<file path="config.mk">
export PLATFORM = sky130hd
export DESIGN_NAME = sdram_init_seq
export DESIGN_NICKNAME = d
export VERILOG_FILES = /design/src/rtl/sdram_init_pkg.sv /design/src/rtl/init_step_sel.sv /design/src/rtl/init_ctrl.sv /design/src/rtl/cmd_out_reg.sv /design/src/rtl/sdram_init_seq.sv
export SDC_FILE = /design/constraint.sdc
export NUM_CORES = 1
export LEC_CHECK = 0
export CAP_MARGIN = 20
export CORE_ASPECT_RATIO = 1.75
export CORE_MARGIN = 3
export CORE_UTILIZATION = 35
export DETAILED_ROUTE_END_ITERATION = 7
export DONT_BUFFER_PORTS = 1
export GPL_TIMING_DRIVEN = 1
export PLACE_DENSITY_LB_ADDON = 0.05
export SYNTH_ARGS = -nofsm -noshare
export SYNTH_HDL_FRONTEND = slang
export SYNTH_HIERARCHICAL = 1
export SYNTH_SLANG_ARGS = --single-unit
</file>
<file path="constraint.sdc">
create_clock -name clk_i -period 2.8 [get_ports clk_i]
set_input_delay 0.84 -clock clk_i [delete_from_list [all_inputs] [get_ports clk_i]]
set_output_delay 0.84 -clock clk_i [all_outputs]
set_load 0.03 [all_outputs]
</file>
<file path="src/rtl/sdram_init_pkg.sv">
package sdram_init_pkg;
  // {cs_n, ras_n, cas_n, we_n}
  typedef enum logic [3:0] {
    CMD_MRS = 4'b0000,
    CMD_REF = 4'b0001,
    CMD_PRE = 4'b0010,
    CMD_NOP = 4'b0111
  } cmd_e;

  typedef enum logic [1:0] {
    ST_WAIT = 2'd0,
    ST_GAP  = 2'd1,
    ST_DONE = 2'd2
  } seq_st_e;

  function automatic int max_int(input int a, input int b);
    return (a > b) ? a : b;
  endfunction
endpackage

</file>
<file path="src/rtl/init_step_sel.sv">
module init_step_sel
  import sdram_init_pkg::*;
#(
  parameter int N_REF          = 2,
  parameter bit REF_AFTER_MODE = 1'b0,
  parameter int T_RP           = 2,
  parameter int T_RC           = 7,
  parameter int T_MRD          = 2,
  parameter int IDX_W          = 3,
  parameter int CNT_W          = 8
) (
  input  logic [IDX_W-1:0] idx_i,
  output cmd_e             kind_o,
  output logic [CNT_W-1:0] gap_o
);
  localparam int N_STEPS = N_REF + 2;

  cmd_e kind;

  generate
    if (REF_AFTER_MODE) begin : g_ref_late
      always_comb begin
        if (idx_i == '0)                 kind = CMD_PRE;
        else if (idx_i == IDX_W'(1))     kind = CMD_MRS;
        else                             kind = CMD_REF;
      end
    end else begin : g_ref_early
      always_comb begin
        if (idx_i == '0)                         kind = CMD_PRE;
        else if (idx_i == IDX_W'(N_STEPS - 1))   kind = CMD_MRS;
        else                                     kind = CMD_REF;
      end
    end
  endgenerate

  always_comb begin
    unique case (kind)
      CMD_PRE: gap_o = CNT_W'(T_RP);
      CMD_REF: gap_o = CNT_W'(T_RC);
      CMD_MRS: gap_o = CNT_W'(T_MRD);
      default: gap_o = '0;
    endcase
  end

  assign kind_o = kind;
endmodule

</file>
<file path="src/rtl/init_ctrl.sv">
module init_ctrl
  import sdram_init_pkg::*;
#(
  parameter int WAIT_CYC = 20000,
  parameter int N_REF    = 2,
  parameter int IDX_W    = 3,
  parameter int CNT_W    = 15
) (
  input  logic             clk_i,
  input  logic             rst_ni,
  input  cmd_e             kind_i,
  input  logic [CNT_W-1:0] gap_i,
  output logic [IDX_W-1:0] idx_o,
  output cmd_e             cmd_d_o,
  output logic             done_d_o
);
  localparam int N_STEPS = N_REF + 2;

  seq_st_e          st_q, st_d;
  logic [CNT_W-1:0] cnt_q, cnt_d;
  logic [IDX_W-1:0] idx_q, idx_d;

  always_comb begin
    st_d     = st_q;
    cnt_d    = cnt_q;
    idx_d    = idx_q;
    cmd_d_o  = CMD_NOP;
    done_d_o = 1'b0;
    unique case (st_q)
      ST_WAIT: begin
        if (cnt_q == '0) begin
          cmd_d_o = kind_i;
          cnt_d   = gap_i;
          idx_d   = idx_q + IDX_W'(1);
          st_d    = ST_GAP;
        end else begin
          cnt_d = cnt_q - CNT_W'(1);
        end
      end
      ST_GAP: begin
        if (cnt_q != '0) begin
          cnt_d = cnt_q - CNT_W'(1);
        end else if (idx_q == IDX_W'(N_STEPS)) begin
          st_d     = ST_DONE;
          done_d_o = 1'b1;
        end else begin
          cmd_d_o = kind_i;
          cnt_d   = gap_i;
          idx_d   = idx_q + IDX_W'(1);
        end
      end
      default: done_d_o = 1'b1;
    endcase
  end

  always_ff @(posedge clk_i or negedge rst_ni) begin
    if (!rst_ni) begin
      st_q  <= ST_WAIT;
      cnt_q <= CNT_W'(WAIT_CYC);
      idx_q <= '0;
    end else begin
      st_q  <= st_d;
      cnt_q <= cnt_d;
      idx_q <= idx_d;
    end
  end

  assign idx_o = idx_q;

  // step index never runs past the last command
  a_r4_step_bound: assert property (@(posedge clk_i) disable iff (!rst_ni)
    idx_q <= IDX_W'(N_STEPS));

  // the step chosen at the end of the wait is the precharge
  a_r3_first_is_pre: assert property (@(posedge clk_i) disable iff (!rst_ni)
    (st_q == ST_WAIT && cnt_q == '0) |-> kind_i == CMD_PRE);

  // completion is terminal
  a_r8_done_terminal: assert property (@(posedge clk_i) disable iff (!rst_ni)
    st_q == ST_DONE |=> st_q == ST_DONE);
endmodule

</file>
<file path="src/rtl/cmd_out_reg.sv">
module cmd_out_reg
  import sdram_init_pkg::*;
#(
  parameter int ADDR_W  = 12,
  parameter int BA_W    = 2,
  parameter int MIN_GAP = 1
) (
  input  logic              clk_i,
  input  logic              rst_ni,
  input  cmd_e              cmd_d_i,
  input  logic              done_d_i,
  input  logic [ADDR_W-1:0] mode_i,
  output cmd_e              cmd_o,
  output logic [ADDR_W-1:0] addr_o,
  output logic [BA_W-1:0]   ba_o,
  output logic              done_o
);
  localparam int ALL_BANK_BIT = 10;

  cmd_e              cmd_q;
  logic [ADDR_W-1:0] addr_q, addr_d;
  logic [BA_W-1:0]   ba_q;
  logic              done_q;

  always_comb begin
    addr_d = '0;
    unique case (cmd_d_i)
      CMD_PRE: addr_d[ALL_BANK_BIT] = 1'b1;
      CMD_MRS: addr_d = mode_i;
      default: addr_d = '0;
    endcase
  end

  always_ff @(posedge clk_i or negedge rst_ni) begin
    if (!rst_ni) begin
      cmd_q  <= CMD_NOP;
      addr_q <= '0;
      ba_q   <= '0;
      done_q <= 1'b0;
    end else begin
      cmd_q  <= cmd_d_i;
      addr_q <= addr_d;
      ba_q   <= '0;
      done_q <= done_d_i;
    end
  end

  assign cmd_o  = cmd_q;
  assign addr_o = addr_q;
  assign ba_o   = ba_q;
  assign done_o = done_q;

  a_r3_pre_all_banks: assert property (@(posedge clk_i) disable iff (!rst_ni)
    cmd_q == CMD_PRE |-> addr_q[ALL_BANK_BIT] && ba_q == '0);

  a_r5_mode_word: assert property (@(posedge clk_i) disable iff (!rst_ni)
    cmd_q == CMD_MRS |-> addr_q == $past(mode_i));

  a_r7_gap_follows: assert property (@(posedge clk_i) disable iff (!rst_ni)
    (MIN_GAP > 0 && cmd_q != CMD_NOP) |=> cmd_q == CMD_NOP);

  a_r8_done_sticky: assert property (@(posedge clk_i) disable iff (!rst_ni)
    done_q |=> done_q);

  a_r8_quiet_after_done: assert property (@(posedge clk_i) disable iff (!rst_ni)
    done_q |-> cmd_q == CMD_NOP);
endmodule

</file>
<file path="src/rtl/sdram_init_seq.sv">
module sdram_init_seq
  import sdram_init_pkg::*;
#(
  parameter int ADDR_W         = 12,
  parameter int BA_W           = 2,
  parameter int WAIT_CYC       = 20000,
  parameter int N_REF          = 2,
  parameter bit REF_AFTER_MODE = 1'b0,
  parameter int T_RP           = 3,
  parameter int T_RC           = 9,
  parameter int T_MRD          = 2
) (
  input  logic              clk_i,
  input  logic              rst_ni,
  input  logic [ADDR_W-1:0] mode_i,
  output logic              cs_n_o,
  output logic              ras_n_o,
  output logic              cas_n_o,
  output logic              we_n_o,
  output logic [BA_W-1:0]   ba_o,
  output logic [ADDR_W-1:0] addr_o,
  output logic              done_o
);
  localparam int N_STEPS = N_REF + 2;
  localparam int IDX_W   = $clog2(N_STEPS + 1);
  localparam int MAX_GAP = max_int(max_int(T_RP, T_RC), T_MRD);
  localparam int MIN_GAP = (T_RP < T_RC) ? ((T_RP < T_MRD) ? T_RP : T_MRD)
                                         : ((T_RC < T_MRD) ? T_RC : T_MRD);
  localparam int CNT_W   = $clog2(max_int(WAIT_CYC, MAX_GAP) + 1);

  logic [IDX_W-1:0] idx;
  cmd_e             kind, cmd_d, cmd_q;
  logic [CNT_W-1:0] gap;
  logic             done_d;

  init_step_sel #(
    .N_REF(N_REF), .REF_AFTER_MODE(REF_AFTER_MODE),
    .T_RP(T_RP), .T_RC(T_RC), .T_MRD(T_MRD),
    .IDX_W(IDX_W), .CNT_W(CNT_W)
  ) i_step_sel (
    .idx_i (idx),
    .kind_o(kind),
    .gap_o (gap)
  );

  init_ctrl #(
    .WAIT_CYC(WAIT_CYC), .N_REF(N_REF), .IDX_W(IDX_W), .CNT_W(CNT_W)
  ) i_ctrl (
    .clk_i   (clk_i),
    .rst_ni  (rst_ni),
    .kind_i  (kind),
    .gap_i   (gap),
    .idx_o   (idx),
    .cmd_d_o (cmd_d),
    .done_d_o(done_d)
  );

  cmd_out_reg #(
    .ADDR_W(ADDR_W), .BA_W(BA_W), .MIN_GAP(MIN_GAP)
  ) i_out (
    .clk_i   (clk_i),
    .rst_ni  (rst_ni),
    .cmd_d_i (cmd_d),
    .done_d_i(done_d),
    .mode_i  (mode_i),
    .cmd_o   (cmd_q),
    .addr_o  (addr_o),
    .ba_o    (ba_o),
    .done_o  (done_o)
  );

  assign {cs_n_o, ras_n_o, cas_n_o, we_n_o} = cmd_q;
endmodule

</file>
Word level (Yosys, flattened, before mapping)
Index checks and enable logic that the tools add are counted.
W data, S select, Z words.
{"block": "totals", "latch_bits": 0, "out_inout_bits": 19, "input_bits": 14, "wordCells": 54, "register_bits": 37, "ram_bits": 0, "rom_bits": 0, "memories": 0}
{"block": "op_classes", "div_mod_pow": 0, "n_eq_ne": 11, "n_reduce_logical": 10, "bitwise": 0, "n_mul": 0, "n_addsub": 2, "magnitude_cmp": 0, "muxes": 25, "shifts": 0}
{"operator": "$mux W15", "count": 3}
{"operator": "$pmux W15 S2", "count": 1}
{"operator": "$mux W4", "count": 4}
{"operator": "$logic_not A15 Y1", "count": 1}
{"operator": "$reduce_bool A15 Y1", "count": 1}
{"operator": "$sub A15 B1 Y15 const B", "count": 1}
{"operator": "$pmux W4 S3", "count": 1}
{"operator": "$mux W10", "count": 1}
{"operator": "$mux W3", "count": 3}
{"operator": "$eq A4 B2 Y1 const B", "count": 2}
{"operator": "$logic_not A4 Y1", "count": 2}
{"operator": "$pmux W4 S2", "count": 1}
{"operator": "$reduce_and A4 Y1", "count": 2}
{"operator": "$mux W2", "count": 3}
{"operator": "$pmux W3 S2", "count": 1}
{"operator": "$eq A4 B1 Y1 const B", "count": 1}
{"operator": "$mux W1", "count": 4}
{"operator": "$ne A2 B1 Y1 const B", "count": 2}
{"operator": "$ne A2 B2 Y1 const B", "count": 2}
{"operator": "$pmux W1 S2", "count": 2}
{"operator": "$pmux W2 S2", "count": 1}
{"operator": "$add A3 B1 Y3 const B", "count": 1}
{"operator": "$eq A3 B2 Y1 const B", "count": 1}
{"operator": "$eq A3 B3 Y1 const B", "count": 1}
{"operator": "other kinds (6)", "count": 6}

Depth between registers and ports, before layout
Gate-level depths: netlist (run 1).
{"block": "logic_depth", "depth_word": 8, "depth_mapped": 9, "mapped_depth_nobuf": 8}

By module
Netlist (run 1), hierarchy kept.
{"mod": "init_ctrl", "cells_per_inst": 165, "n_inst": 1, "area_each_um2": 1495.2, "seq_area_each_um2": 506.7}
{"mod": "cmd_out_reg", "cells_per_inst": 35, "n_inst": 1, "area_each_um2": 546.8, "seq_area_each_um2": 429.2}
{"mod": "init_step_sel", "cells_per_inst": 22, "n_inst": 1, "area_each_um2": 151.4, "seq_area_each_um2": 0.0}

Least setup slack after synthesis (run 1)
Ideal clock, no wire load.
{"block": "synth_path", "kind": "register to register", "from": "register i_ctrl.cnt_q[7]", "to": "register i_out.addr_q[0] (netlist: i_out/addr_o[0])", "t_required_ps": 2734, "setup_slack_ps": 703, "t_arrival_ps": 2032, "setup_ps": 66, "path_buffers": 2, "synth_period_minus_slack_ps": 2097, "stages_incl_launch_ff": 8, "cell_sequence": "dfrtp_1 nor3_4 nand3_2 buf_2 or3_1 nor4_2 buf_4 and2_1"}
{"block": "synth_via", "elab_chain_cells": 5, "elab_cells_between_ends": 7, "cone_classes": "mux: 4; reduce/logical: 3"}
{"element": "from (decl)", "line_no": "init_ctrl.sv:20", "source": "logic [CNT_W-1:0] cnt_q, cnt_d;"}
{"element": "from (signal assigned)", "line_no": "init_ctrl.sv:59", "source": "cnt_q <= CNT_W'(WAIT_CYC);"}
{"element": "from (signal assigned)", "line_no": "init_ctrl.sv:63", "source": "cnt_q <= cnt_d;"}
{"element": "$reduce_bool A15 Y1 / $logic_not A15 Y1 (equally long branches)", "line_no": "init_ctrl.sv:41, init_ctrl.sv:31"}
{"element": "$mux W4, on equally long branches", "line_no": "init_ctrl.sv:41, init_ctrl.sv:31"}
{"element": "$pmux W4 S2 *", "line_no": "init_ctrl.sv:29", "source": "unique case (st_q)"}
{"element": "via cmd_d[0]", "line_no": "sdram_init_seq.sv:32", "source": "cmd_e kind, cmd_d, cmd_q;"}
{"element": "$logic_not A4 Y1 *", "line_no": "cmd_out_reg.sv:27", "source": "unique case (cmd_d_i)"}
{"element": "$mux W10 *", "line_no": "cmd_out_reg.sv:27"}
{"element": "via i_out.addr_d[0]", "line_no": "cmd_out_reg.sv:21", "source": "logic [ADDR_W-1:0] addr_q, addr_d;"}
{"element": "to (signal assigned)", "line_no": "cmd_out_reg.sv:42", "source": "addr_q <= addr_d;"}
{"element": "to (decl)", "line_no": "cmd_out_reg.sv:21"}
Mark *: on every way through the listed nets, which the timed path passes. The rest lies on a longest branch.
A chain may end at the register's enable or synchronous reset.

Final worst setup path (run 1)
{"block": "layout_path", "from": "register i_ctrl.cnt_q[1]", "to": "register i_out.addr_q[4] (netlist: i_out/addr_o[4])"}
The elaborated chain is that of the path after synthesis.

==> out/metrics.sh, run 1 <==
OUTCOME='completed'
ROUTED_VIA_DENSITY=5.314
YOSYSUNIQUECELLTYPES=58
NETLIST_AREA_PRE_PLACE_UM2=2193
CRITICAL_PATH.ENDPOINT='i_out/addr_o[4]'
POST_CTS_HOLD_BUFFER_COUNT=0
EDFF_COUNT_SYNTH=0
WORST-ENDPOINT-REQUIRED_NS=3.03
ROUTED-VIA-COUNT=1589
GRT_PASS1_VIAS=1632
SYN_TO_FINAL_GROWTH_PCT=5.248
CORE.ROWCOUNT=37
SW_FRAC_OF_TOTAL_PCT=20.43
SLOWEST_DELAY_NS=0.42
POST_CTS_SETUP_REPAIR_BUFFER_COUNT=0
POST_SYNTH_INST_COUNT=222
INTERNAL-POWER_uW=825.9
MAX-SLEW-MARGIN-REL_PCT=64.14
WORSTSETUPENDPOINTTYPE='register'
CAP_VIOL_MAX_COUNT=0
CTS-HTREE-LEVELS=2
POWER.IR.VDD_WORST_mV=0.3073
TIMING_WORST_SLEW_PIN_VALUE_NS=0.5379
CELL_LEAKAGE_POWER_uW=0.0009411
POWER.DENSITY_CELL_AREA_nW_PER_UM2=449.6
FINALCLOCKSKEW_NS=0.007711
CLKTRANSATPATHREGS_NS=0.08
GROUTE.USAGE.OVERALL_PCT=15.86
SETUP_VIOL_COUNT_FINAL=0
CHIPWIDTH_UM=65.84
FINAL-MAX-SLEW-VIOLATION-COUNT=0
SYNTH.AVG_CELL_AREA_UM2=9.880
TIMING.FINAL.CRIT_SHARE_PCT=82.81
CTS-RESIZED-GATES=0
ANTENNA_VIOLATIONS_BEFORE_REPAIR=0
CRITICAL_PATH.REG2REG.STARTPOINT='i_ctrl/cnt_q[1]'
FINALWEIGHTEDCONGESTION=0.7530
DETAIL_ROUTE.FIRST_PASS.ITERATIONS=4
RSZ_0062_RAISED_AFTER_GLOBAL_ROUTING='false'
PATH_MAX_FANOUT=11
DESIGN.CORE.AREA_UM2=5972
PIN_COUNT=33
ROUTE.DETAILED.DRC=0
NUMCLOCKSINKS=37
YS_SEQ_ELEMENTS=37
INITIAL_UTIL_PCT=36.73
WORST_HOLD_SLACK_ACROSS_ALL_ENDPOINTS_NS=0.2356
UTILIZATION_PCT=38.65
OVERFLOW=0
CLK_ROOT_BUFFER_CELL='sky130_fd_sc_hd__clkbuf_8'
CP_NUM_BUF_INV=2
CP_DATA_ARRIVAL_TIME_NS=2.55
DRIVE_ABOVE_1_SHARE_PCT=16.29
INSERTEDDIODECOUNT=0
FLOORPLAN.DIE_AREA_UM2=7290
FINAL_CELL_COUNT_NO_FILL=299
CRIT_FAMILY='simple AND/OR/NAND/NOR gates'
POWER.COMBINATIONAL.FRACTION_PCT=0.8
ASYNC_RESET_FF_SHARE_PCT=100.0
SYNTH_FLOP_CELL='sky130_fd_sc_hd__dfrtp_1'
CLKLATENCYLATEPIN_NS=0.29
TRITONCTS.NUM_BUFFERS=5
WORST_R2R_ENDPOINT='i_out/addr_o[4]'
START_POINT_OF_THE_CRITICAL_PATH='i_ctrl/cnt_q[1]'
DIE_Y_UM=110.7
DRT_FIRST_ITER_VIOLATIONS=66
CTSLONGESTPATHBUFFERS=2
CRITICAL_PATH.STARTPOINT_TYPE='register'
NUMBER_OF_HOLD_VIOLATIONS_IN_THE_FINAL_REPORT=0
SYNTH_SEQ_AREA_SHARE_PCT=42.67
FILLER_CELL_COUNT=608
SETUP_TOTAL_NEGATIVE_SLACK_NS=0
YOSYSWARNINGS=6
CRIT_PATH_TOP_DELAY_CELL='sky130_fd_sc_hd__dfrtp_1'
DETAIL-ROUTE-ANTENNA-NETS=0
WORSTPATHCELLLIST='inv_1, ha_1, nor4b_4, nand3_1, or3_1, nor4_2, buf_4, and2_1'
TIMING.FMAX_GHz=0.4313
IO_BUFFERS=0
POWER.SHARE.SEQUENTIAL_PCT=51.5
CLKPWRFRAC_PCT=47.7
FINALWIRELENGTH_MM=5.405
GRT_FIRST_PASS_WIRELENGTH_MM=8.735
ROUTE.DETAILED.WL_PER_INST_UM=18.08
LAYOUT.NETS=238
GRT_MAX_DEGREE=38
CRIT_CELLS=8
WORST-SETUP-PATH-TYPE='register to register'
PLACEDCELLCOUNT=291
TRITONCTS='done'
FF2FF_PATH_DEPTH=8
FIN_CRIT_NS=2.319
HPWL_MM=3.893
HOLD_PATH.CLASS='input pin to asynchronous set/reset pin'
NETSWITCHINGPOWER_uW=212.1
FF2FF_SETUP_SLACK_NS=0.48
[Yosys cell counts (4+ instances only)]
cell                       count  area share, %
sky130_fd_sc_hd__buf_2         4           0.91
sky130_fd_sc_hd__dfstp_2       8            9.6
sky130_fd_sc_hd__ha_1          4            2.3
sky130_fd_sc_hd__clkbuf_1      4           0.68
sky130_fd_sc_hd__nor3_1        8            1.8
sky130_fd_sc_hd__nor2b_1       5            1.4
sky130_fd_sc_hd__and2_1       12            3.4
sky130_fd_sc_hd__dfrtp_1      29             33
sky130_fd_sc_hd__inv_1        10            1.7
sky130_fd_sc_hd__buf_4        20            6.8
sky130_fd_sc_hd__o21ai_0       6            1.4
sky130_fd_sc_hd__or3_1         5            1.4
sky130_fd_sc_hd__a21oi_1       8            1.8
sky130_fd_sc_hd__or4_1         5            1.7
sky130_fd_sc_hd__nor2_1       11            1.9
sky130_fd_sc_hd__nand4_1       7            2.0
sky130_fd_sc_hd__nand2_1      11            1.9
sky130_fd_sc_hd__nor4_1        5            1.4
[sequential cells by signal (all words and copies together), names as in the netlist]
signal,cells
i_ctrl/cnt_q,15
i_ctrl/idx_o,3
i_ctrl/st_q,2
i_out/addr_o,12
i_out/cmd_o,4
i_out/done_o,1
[layer usage]
layer  global-route usage [%]  share of wire, %
met1                    17.22                37
met3                    3.550               4.0
met5                        0                 0
met4                    6.371               2.0
met2                    28.55                57
[cells in the final DEF, fill, tap and decap left out, types with 6 or more instances in the layout]
cell / instances
sky130_fd_sc_hd__clkbuf_8: 6
sky130_fd_sc_hd__and2_1: 12
sky130_fd_sc_hd__nor2_1: 11
sky130_fd_sc_hd__conb_1: 16
sky130_fd_sc_hd__dfstp_2: 8
sky130_fd_sc_hd__a21oi_1: 8
sky130_fd_sc_hd__nand4_1: 7
sky130_fd_sc_hd__o21ai_0: 6
sky130_fd_sc_hd__dfrtp_1: 29
sky130_fd_sc_hd__buf_4: 7
sky130_fd_sc_hd__nand2_1: 11
sky130_fd_sc_hd__inv_1: 10
sky130_fd_sc_hd__nor3_1: 8
[final cells by class]
cell class	count	area, µm²	share of cell area [%]
clock buffer	6	82.58	3.577
clock inverter	2	37.54	1.626
inverter	10	37.54	1.626
multi-input combinational	159	1065	46.12
sequential	37	935.9	40.54
tap	78	97.59	4.228
timing repair buffer	7	52.55	2.276
[power groups by stage]
stage / logic (µW) / registers, µW / clock network [µW]
3_3_place_gp: 7.41 / 545 / 0
3_5_place_dp: 7.56 / 545 / 0
6_report: 7.92 / 535 / 496
5_1_grt: 9.56 / 535 / 535
2_1_floorplan: 23.4 / 545 / 0
4_1_cts: 7.56 / 535 / 507
[per-stage QoR]
stage	worst slack [ns]	cell area (µm²)	power [µW]
floorplan	0.7028	2246	568.2
global placement	0.5075	2188	552.1
detailed placement	0.5016	2188	552.3
CTS	0.4648	2308	1049
global route	0.2673	2308	1079
finish	0.4814	2308	1038
[worst min path at each step]
stage	slack, ns	depth (start not counted)	endpoint	startpoint
after floorplan	0.48	2	i_ctrl/cnt_q[14]	i_ctrl/cnt_q[14]
after global placement	0.49	2	i_ctrl/cnt_q[14]	i_ctrl/cnt_q[14]
after detailed placement	0.50	2	i_ctrl/cnt_q[14]	i_ctrl/cnt_q[14]
after CTS	0.23	0	i_ctrl/idx_o[2]	rst_ni
after global routing	0.21	0	i_ctrl/cnt_q[3]	rst_ni
final	0.24	0	i_ctrl/cnt_q[0]	rst_ni
[cells by family (layout without fill, tap and decap cells)]
kind of cell	after synthesis	after routing	synth area share (%)
AO/OA/AOI/OAI	43	43	14.03
XOR/XNOR	2	2	0.7988
adder cells (fa/ha/maj)	4	4	2.282
buffers and inverters	40	25	11.18
flip-flops	37	37	42.67
multiplexers	3	3	1.426
other	2	16	0.3424
AND/OR/NAND/NOR	91	91	27.27
No activity file was read; power rests on OpenSTA's default activity.
==> run 2: changes to the inputs <==
--- a/config.mk
+++ b/config.mk
@@ -5,6 +5,7 @@
 export SDC_FILE = /design/constraint.sdc
 export NUM_CORES = 1
 export LEC_CHECK = 0
+export ABC_AREA = 1
 export CAP_MARGIN = 20
 export CORE_ASPECT_RATIO = 1.75
 export CORE_MARGIN = 3
==> constraint.sdc (replaced) <==
create_clock -name clk_i -period 2.3 [get_ports clk_i]
set_input_delay 0.69 -clock clk_i [delete_from_list [all_inputs] [get_ports clk_i]]
set_output_delay 0.69 -clock clk_i [all_outputs]
set_load 0.03 [all_outputs]
==> out/metrics.sh, run 2 <==
ANTENNA_VIOLATIONS_BEFORE_REPAIR=0  # unchanged
FINAL.SETUP.WORST_SLACK_NS=0.2303  # -0.2510 ns
CRIT_PATH_TOP_DELAY_CELL='sky130_fd_sc_hd__dfrtp_1'
DRT_FIRST_ITER_VIOLATIONS=64  # -3.0%
WORST_HOLD_SLACK_ACROSS_ALL_ENDPOINTS_NS=0.07949  # -0.1561 ns
GRT_FIRST_PASS_WIRELENGTH_MM=7.859  # -10%
YOSYSUNIQUECELLTYPES=28  # -52%
FIN_CRIT_NS=2.070  # -0.2490 ns
FINALWIRELENGTH_MM=4.753  # -12%
CTS-HTREE-LEVELS=2  # unchanged
POWER.COMBINATIONAL.FRACTION_PCT=0.9  # about the same
HPWL_MM=3.399  # -13%
CRITPATHMOSTFREQUENTCELL='sky130_fd_sc_hd__nor2_1'
SYNTH_COMPOUND_GATE_AREA_SHARE_PCT=3.717  # -10 points
FINALCLOCKSKEW_NS=0.006237  # -0.001474 ns
PIN_COUNT=33  # unchanged
HOLD_PATH.CLASS='input pin to asynchronous set/reset pin'
POWER.SHARE.SEQUENTIAL_PCT=52.3  # +0.8 points
CRIT_FAMILY='simple AND/OR/NAND/NOR gates'
GROUTE.USAGE.OVERALL_PCT=14.69  # -1.2 points
FLOORPLAN.DIE_AREA_UM2=7170  # -1.6%
NETLIST_AREA_PRE_PLACE_UM2=2155  # -1.8%
ROUTED_VIA_DENSITY=4.365  # -18%
DIE_Y_UM=109.8  # -0.84%
GRT_PASS1_VIAS=1636  # +0.25%
CRIT_CELLS=13  # +5
POWER.IR.VDD_WORST_mV=0.4071  # +32%
NETSWITCHINGPOWER_uW=267.2  # +26%
CLKPWRFRAC_PCT=46.8  # -0.9 points
CP_DATA_ARRIVAL_TIME_NS=2.29  # -0.26 ns
TIMING.FINAL.CRIT_SHARE_PCT=89.98  # +7.2 points
ROUTE.DETAILED.WL_PER_INST_UM=12.74  # -30%
FINAL-MAX-SLEW-VIOLATION-COUNT=0  # unchanged
FF2FF_PATH_DEPTH=13  # +5
YS_SEQ_ELEMENTS=37  # unchanged
NUMCLOCKSINKS=37  # unchanged
EDFF_COUNT_SYNTH=0  # unchanged
NUMBER_OF_HOLD_VIOLATIONS_IN_THE_FINAL_REPORT=0  # unchanged
SYNTH-SIMPLE-AREA-SHARE_PCT=32.81  # +5.5 points
ASYNC_RESET_FF_SHARE_PCT=100.0  # unchanged
SYN_TO_FINAL_GROWTH_PCT=6.620
CLK_ROOT_BUFFER_CELL='sky130_fd_sc_hd__clkbuf_8'
SETUP_VIOL_COUNT_FINAL=0  # unchanged
POWER.DENSITY_CELL_AREA_nW_PER_UM2=541.9  # +21%
WORSTSETUPENDPOINTTYPE='register'
CHIPWIDTH_UM=65.31  # -0.80%
CP_NUM_BUF_INV=3  # +1
POST_CTS_HOLD_BUFFER_COUNT=0  # unchanged
SYNTH_SEQ_AREA_SHARE_PCT=43.44  # +0.77 points
INSERTEDDIODECOUNT=0  # unchanged
ROUTED-VIA-COUNT=1628  # +2.5%
LAYOUT.NETS=312  # +31%
CLKLATENCYLATEPIN_NS=0.29  # about the same
DRIVE_ABOVE_1_SHARE_PCT=11.86  # -4.4 points
MOSTFREQUENTLAYOUTCELLS='sky130_fd_sc_hd__nand2_1 (79), sky130_fd_sc_hd__nor2_1 (41), sky130_fd_sc_hd__inv_1 (39), sky130_fd_sc_hd__dfrtp_1 (29), sky130_fd_sc_hd__nand3_1 (22)'
ROUTE.DETAILED.DRC=0  # unchanged
DETAIL_ROUTE.FIRST_PASS.ITERATIONS=4  # unchanged
LAYOUT.CELLS.MOST_COMMON='sky130_fd_sc_hd__nand2_1'
OVERFLOW=0  # unchanged
SYNTH_FLOP_CELL='sky130_fd_sc_hd__dfrtp_1'
CAP_VIOL_MAX_COUNT=0  # unchanged
SW_FRAC_OF_TOTAL_PCT=21.47  # +1.0 points
TRITONCTS.NUM_BUFFERS=5  # unchanged
FINALWEIGHTEDCONGESTION=0.8060  # +7.0%
INTERNAL-POWER_uW=977.5  # +18%
WORST-SETUP-PATH-TYPE='register to register'
WORST-ENDPOINT-REQUIRED_NS=2.52  # -0.51 ns
RSZ_0062_RAISED_AFTER_GLOBAL_ROUTING='false'
PATH_MAX_FANOUT=6  # -5
POST_SYNTH_INST_COUNT=291  # +31%
DETAILEDPLACE.WORSTSLACK_NS=0.08959  # -0.4120 ns
SYNTH.AVG_CELL_AREA_UM2=7.404  # -25%
TIMING.FMAX_GHz=0.4832  # +12%
SYNTH-XOR-AREA-SHARE_PCT=2.033  # +1.2 points
SLOWEST_DELAY_NS=0.41  # about the same
TRITONCTS='done'
FILLER_CELL_COUNT=649  # +6.7%
CELL_LEAKAGE_POWER_uW=0.001206  # +28%
GRT_MAX_DEGREE=38  # unchanged
LARGEST_AREA_CONTRIBUTOR_IN_THE_NETLIST='sky130_fd_sc_hd__dfrtp_1'
YOSYS-MUX-AREA-FRACTION_PCT=0  # -1.4 points
YOSYSTOPAREACELLSHARE_PCT=33.68  # +0.60 points
IO_BUFFERS=0  # unchanged
OUTCOME='completed'
SYNTH_TOP_FAMILY_BY_AREA='simple AND/OR/NAND/NOR gates'
CTSLONGESTPATHBUFFERS=2  # unchanged
CRITICAL_PATH.STARTPOINT_TYPE='register'
TOP_REGISTER='i_ctrl/cnt_q'
CLKTRANSATPATHREGS_NS=0.08  # about the same
MAX_FFS_PER_REGISTER=15  # unchanged
FF2FF_SETUP_SLACK_NS=0.23  # -0.25 ns
CORE.ROWCOUNT=37  # unchanged
INITIAL_UTIL_PCT=36.36  # -0.37 points
YOSYSWARNINGS=6  # unchanged
WORSTPATHCELLLIST='inv_1, ha_1, inv_1, nor2_1, nand3_1, nor2_1, nand2_1, nor2_4, inv_2, or2_1, nor2_4, nand2_2, nor2_1'
SYNTH_AREA_LEADERS='sky130_fd_sc_hd__dfrtp_1 (34%), sky130_fd_sc_hd__nand2_1 (14%), sky130_fd_sc_hd__dfstp_2 (9.8%), sky130_fd_sc_hd__nor2_1 (7.3%), sky130_fd_sc_hd__inv_1 (6.8%)'
MOST_FREQUENT_CELL_AFTER_SYNTHESIS='sky130_fd_sc_hd__nand2_1'
DETAIL-ROUTE-ANTENNA-NETS=0  # unchanged
ADDER_AND_MAJORITY_GATE_PORTION_OF_THE_SYNTHESIZED_AREA_PCT=2.323  # +0.041 points
SETUP_TOTAL_NEGATIVE_SLACK_NS=0  # unchanged
DESIGN.CORE.AREA_UM2=5926  # -0.78%
SYNTH_CELL_COUNT_LEADERS='sky130_fd_sc_hd__nand2_1 (80), sky130_fd_sc_hd__nor2_1 (42), sky130_fd_sc_hd__inv_1 (39)'
==> run 2: layout make-up <==
class                      instances  area, µm²  area share (%)
tap                               78      97.59           4.248
clock inverter                     3      46.29           2.015
sequential                        37      935.9           40.74
inverter                          42      158.9           6.917
multi-input combinational        205      967.2           42.10
timing repair buffer               3      22.52          0.9804
clock buffer                       5      68.82           2.996
==> run 2: what timing repair did <==
| action | in CTS | in global routing |
|---|---|---|
| setup buffers | 0 | 0 |
| resized for setup | 0 | 6 |
| setup endpoints to repair | 0 | 11 |
==> run 2: final timing paths <==
path                             startpoint          endpoint
setup reg to reg            i_ctrl/cnt_q[0]   i_out/addr_o[1]
min in group clk_i                mode_i[5]   i_out/addr_o[5]
hold / removal                       rst_ni   i_ctrl/cnt_q[4]
hold reg to reg            i_ctrl/cnt_q[14]  i_ctrl/cnt_q[14]
setup / recovery            i_ctrl/cnt_q[0]   i_out/addr_o[1]
max in group asynchronous            rst_ni    i_out/cmd_o[2]
==> run 2: power by group through the flow <==
stage / logic (µW) / registers (µW) / clock network, µW
floorplan: 30.4 / 663 / 0
global placement: 11.2 / 663 / 0
detailed placement: 11.2 / 663 / 0
CTS: 11.3 / 651 / 604
global route: 15.0 / 651 / 637
finish: 11.7 / 651 / 582
==> run 2: logic make-up (layout without fill, tap and decap cells) <==
group,Yosys count,count (layout)
buffers and inverters,64,53
other,2,16
AND/OR/NAND/NOR,163,164
flip-flops,37,37
adder cells (fa/ha/maj),4,4
AO/OA/AOI/OAI,16,16
XOR/XNOR,5,5
==> run 2: metal layers <==
| layer | routed length [µm] | global-route usage (%) | vias up | share of wire [%] |
|---|---|---|---|---|
| met2 | 2656 | 27.92 | 28 | 56 |
| li1 | - | - | 852 | - |
| met3 | 156 | 2.965 | 5 | 3.3 |
| met5 | 0 | 0 | - | 0 |
| met4 | 76 | 5.341 | 0 | 1.6 |
| met1 | 1863 | 15.58 | 743 | 39 |
==> run 2: metrics by stage <==
| stage | utilization [%] | total power (µW) | instance area (µm²) | cells |
|---|---|---|---|---|
| 6_report | 38.77 | 1245 | 2297 | 373 |
| 5_1_grt | 38.77 | 1303 | 2297 | 373 |
| 4_1_cts | 38.32 | 1266 | 2271 | 372 |
| 3_5_place_dp | 36.38 | 674.4 | 2156 | 364 |
| 3_3_place_gp | 36.38 | 674.4 | 2156 | 364 |
| 2_1_floorplan | - | 693.6 | 2207 | 305 |
==> run 2: worst register-to-register path, cell delays in order, from the launching register on <==
cell                      delay, ns
sky130_fd_sc_hd__dfrtp_1       0.41
sky130_fd_sc_hd__inv_1         0.11
sky130_fd_sc_hd__ha_1          0.15
sky130_fd_sc_hd__inv_1         0.04
sky130_fd_sc_hd__nor2_1        0.11
sky130_fd_sc_hd__nand3_1       0.08
sky130_fd_sc_hd__nor2_1        0.14
sky130_fd_sc_hd__nand2_1       0.12
sky130_fd_sc_hd__nor2_4        0.13
sky130_fd_sc_hd__inv_2         0.06
sky130_fd_sc_hd__or2_1         0.27
sky130_fd_sc_hd__nor2_4        0.15
sky130_fd_sc_hd__nand2_2       0.11
sky130_fd_sc_hd__nor2_1        0.13
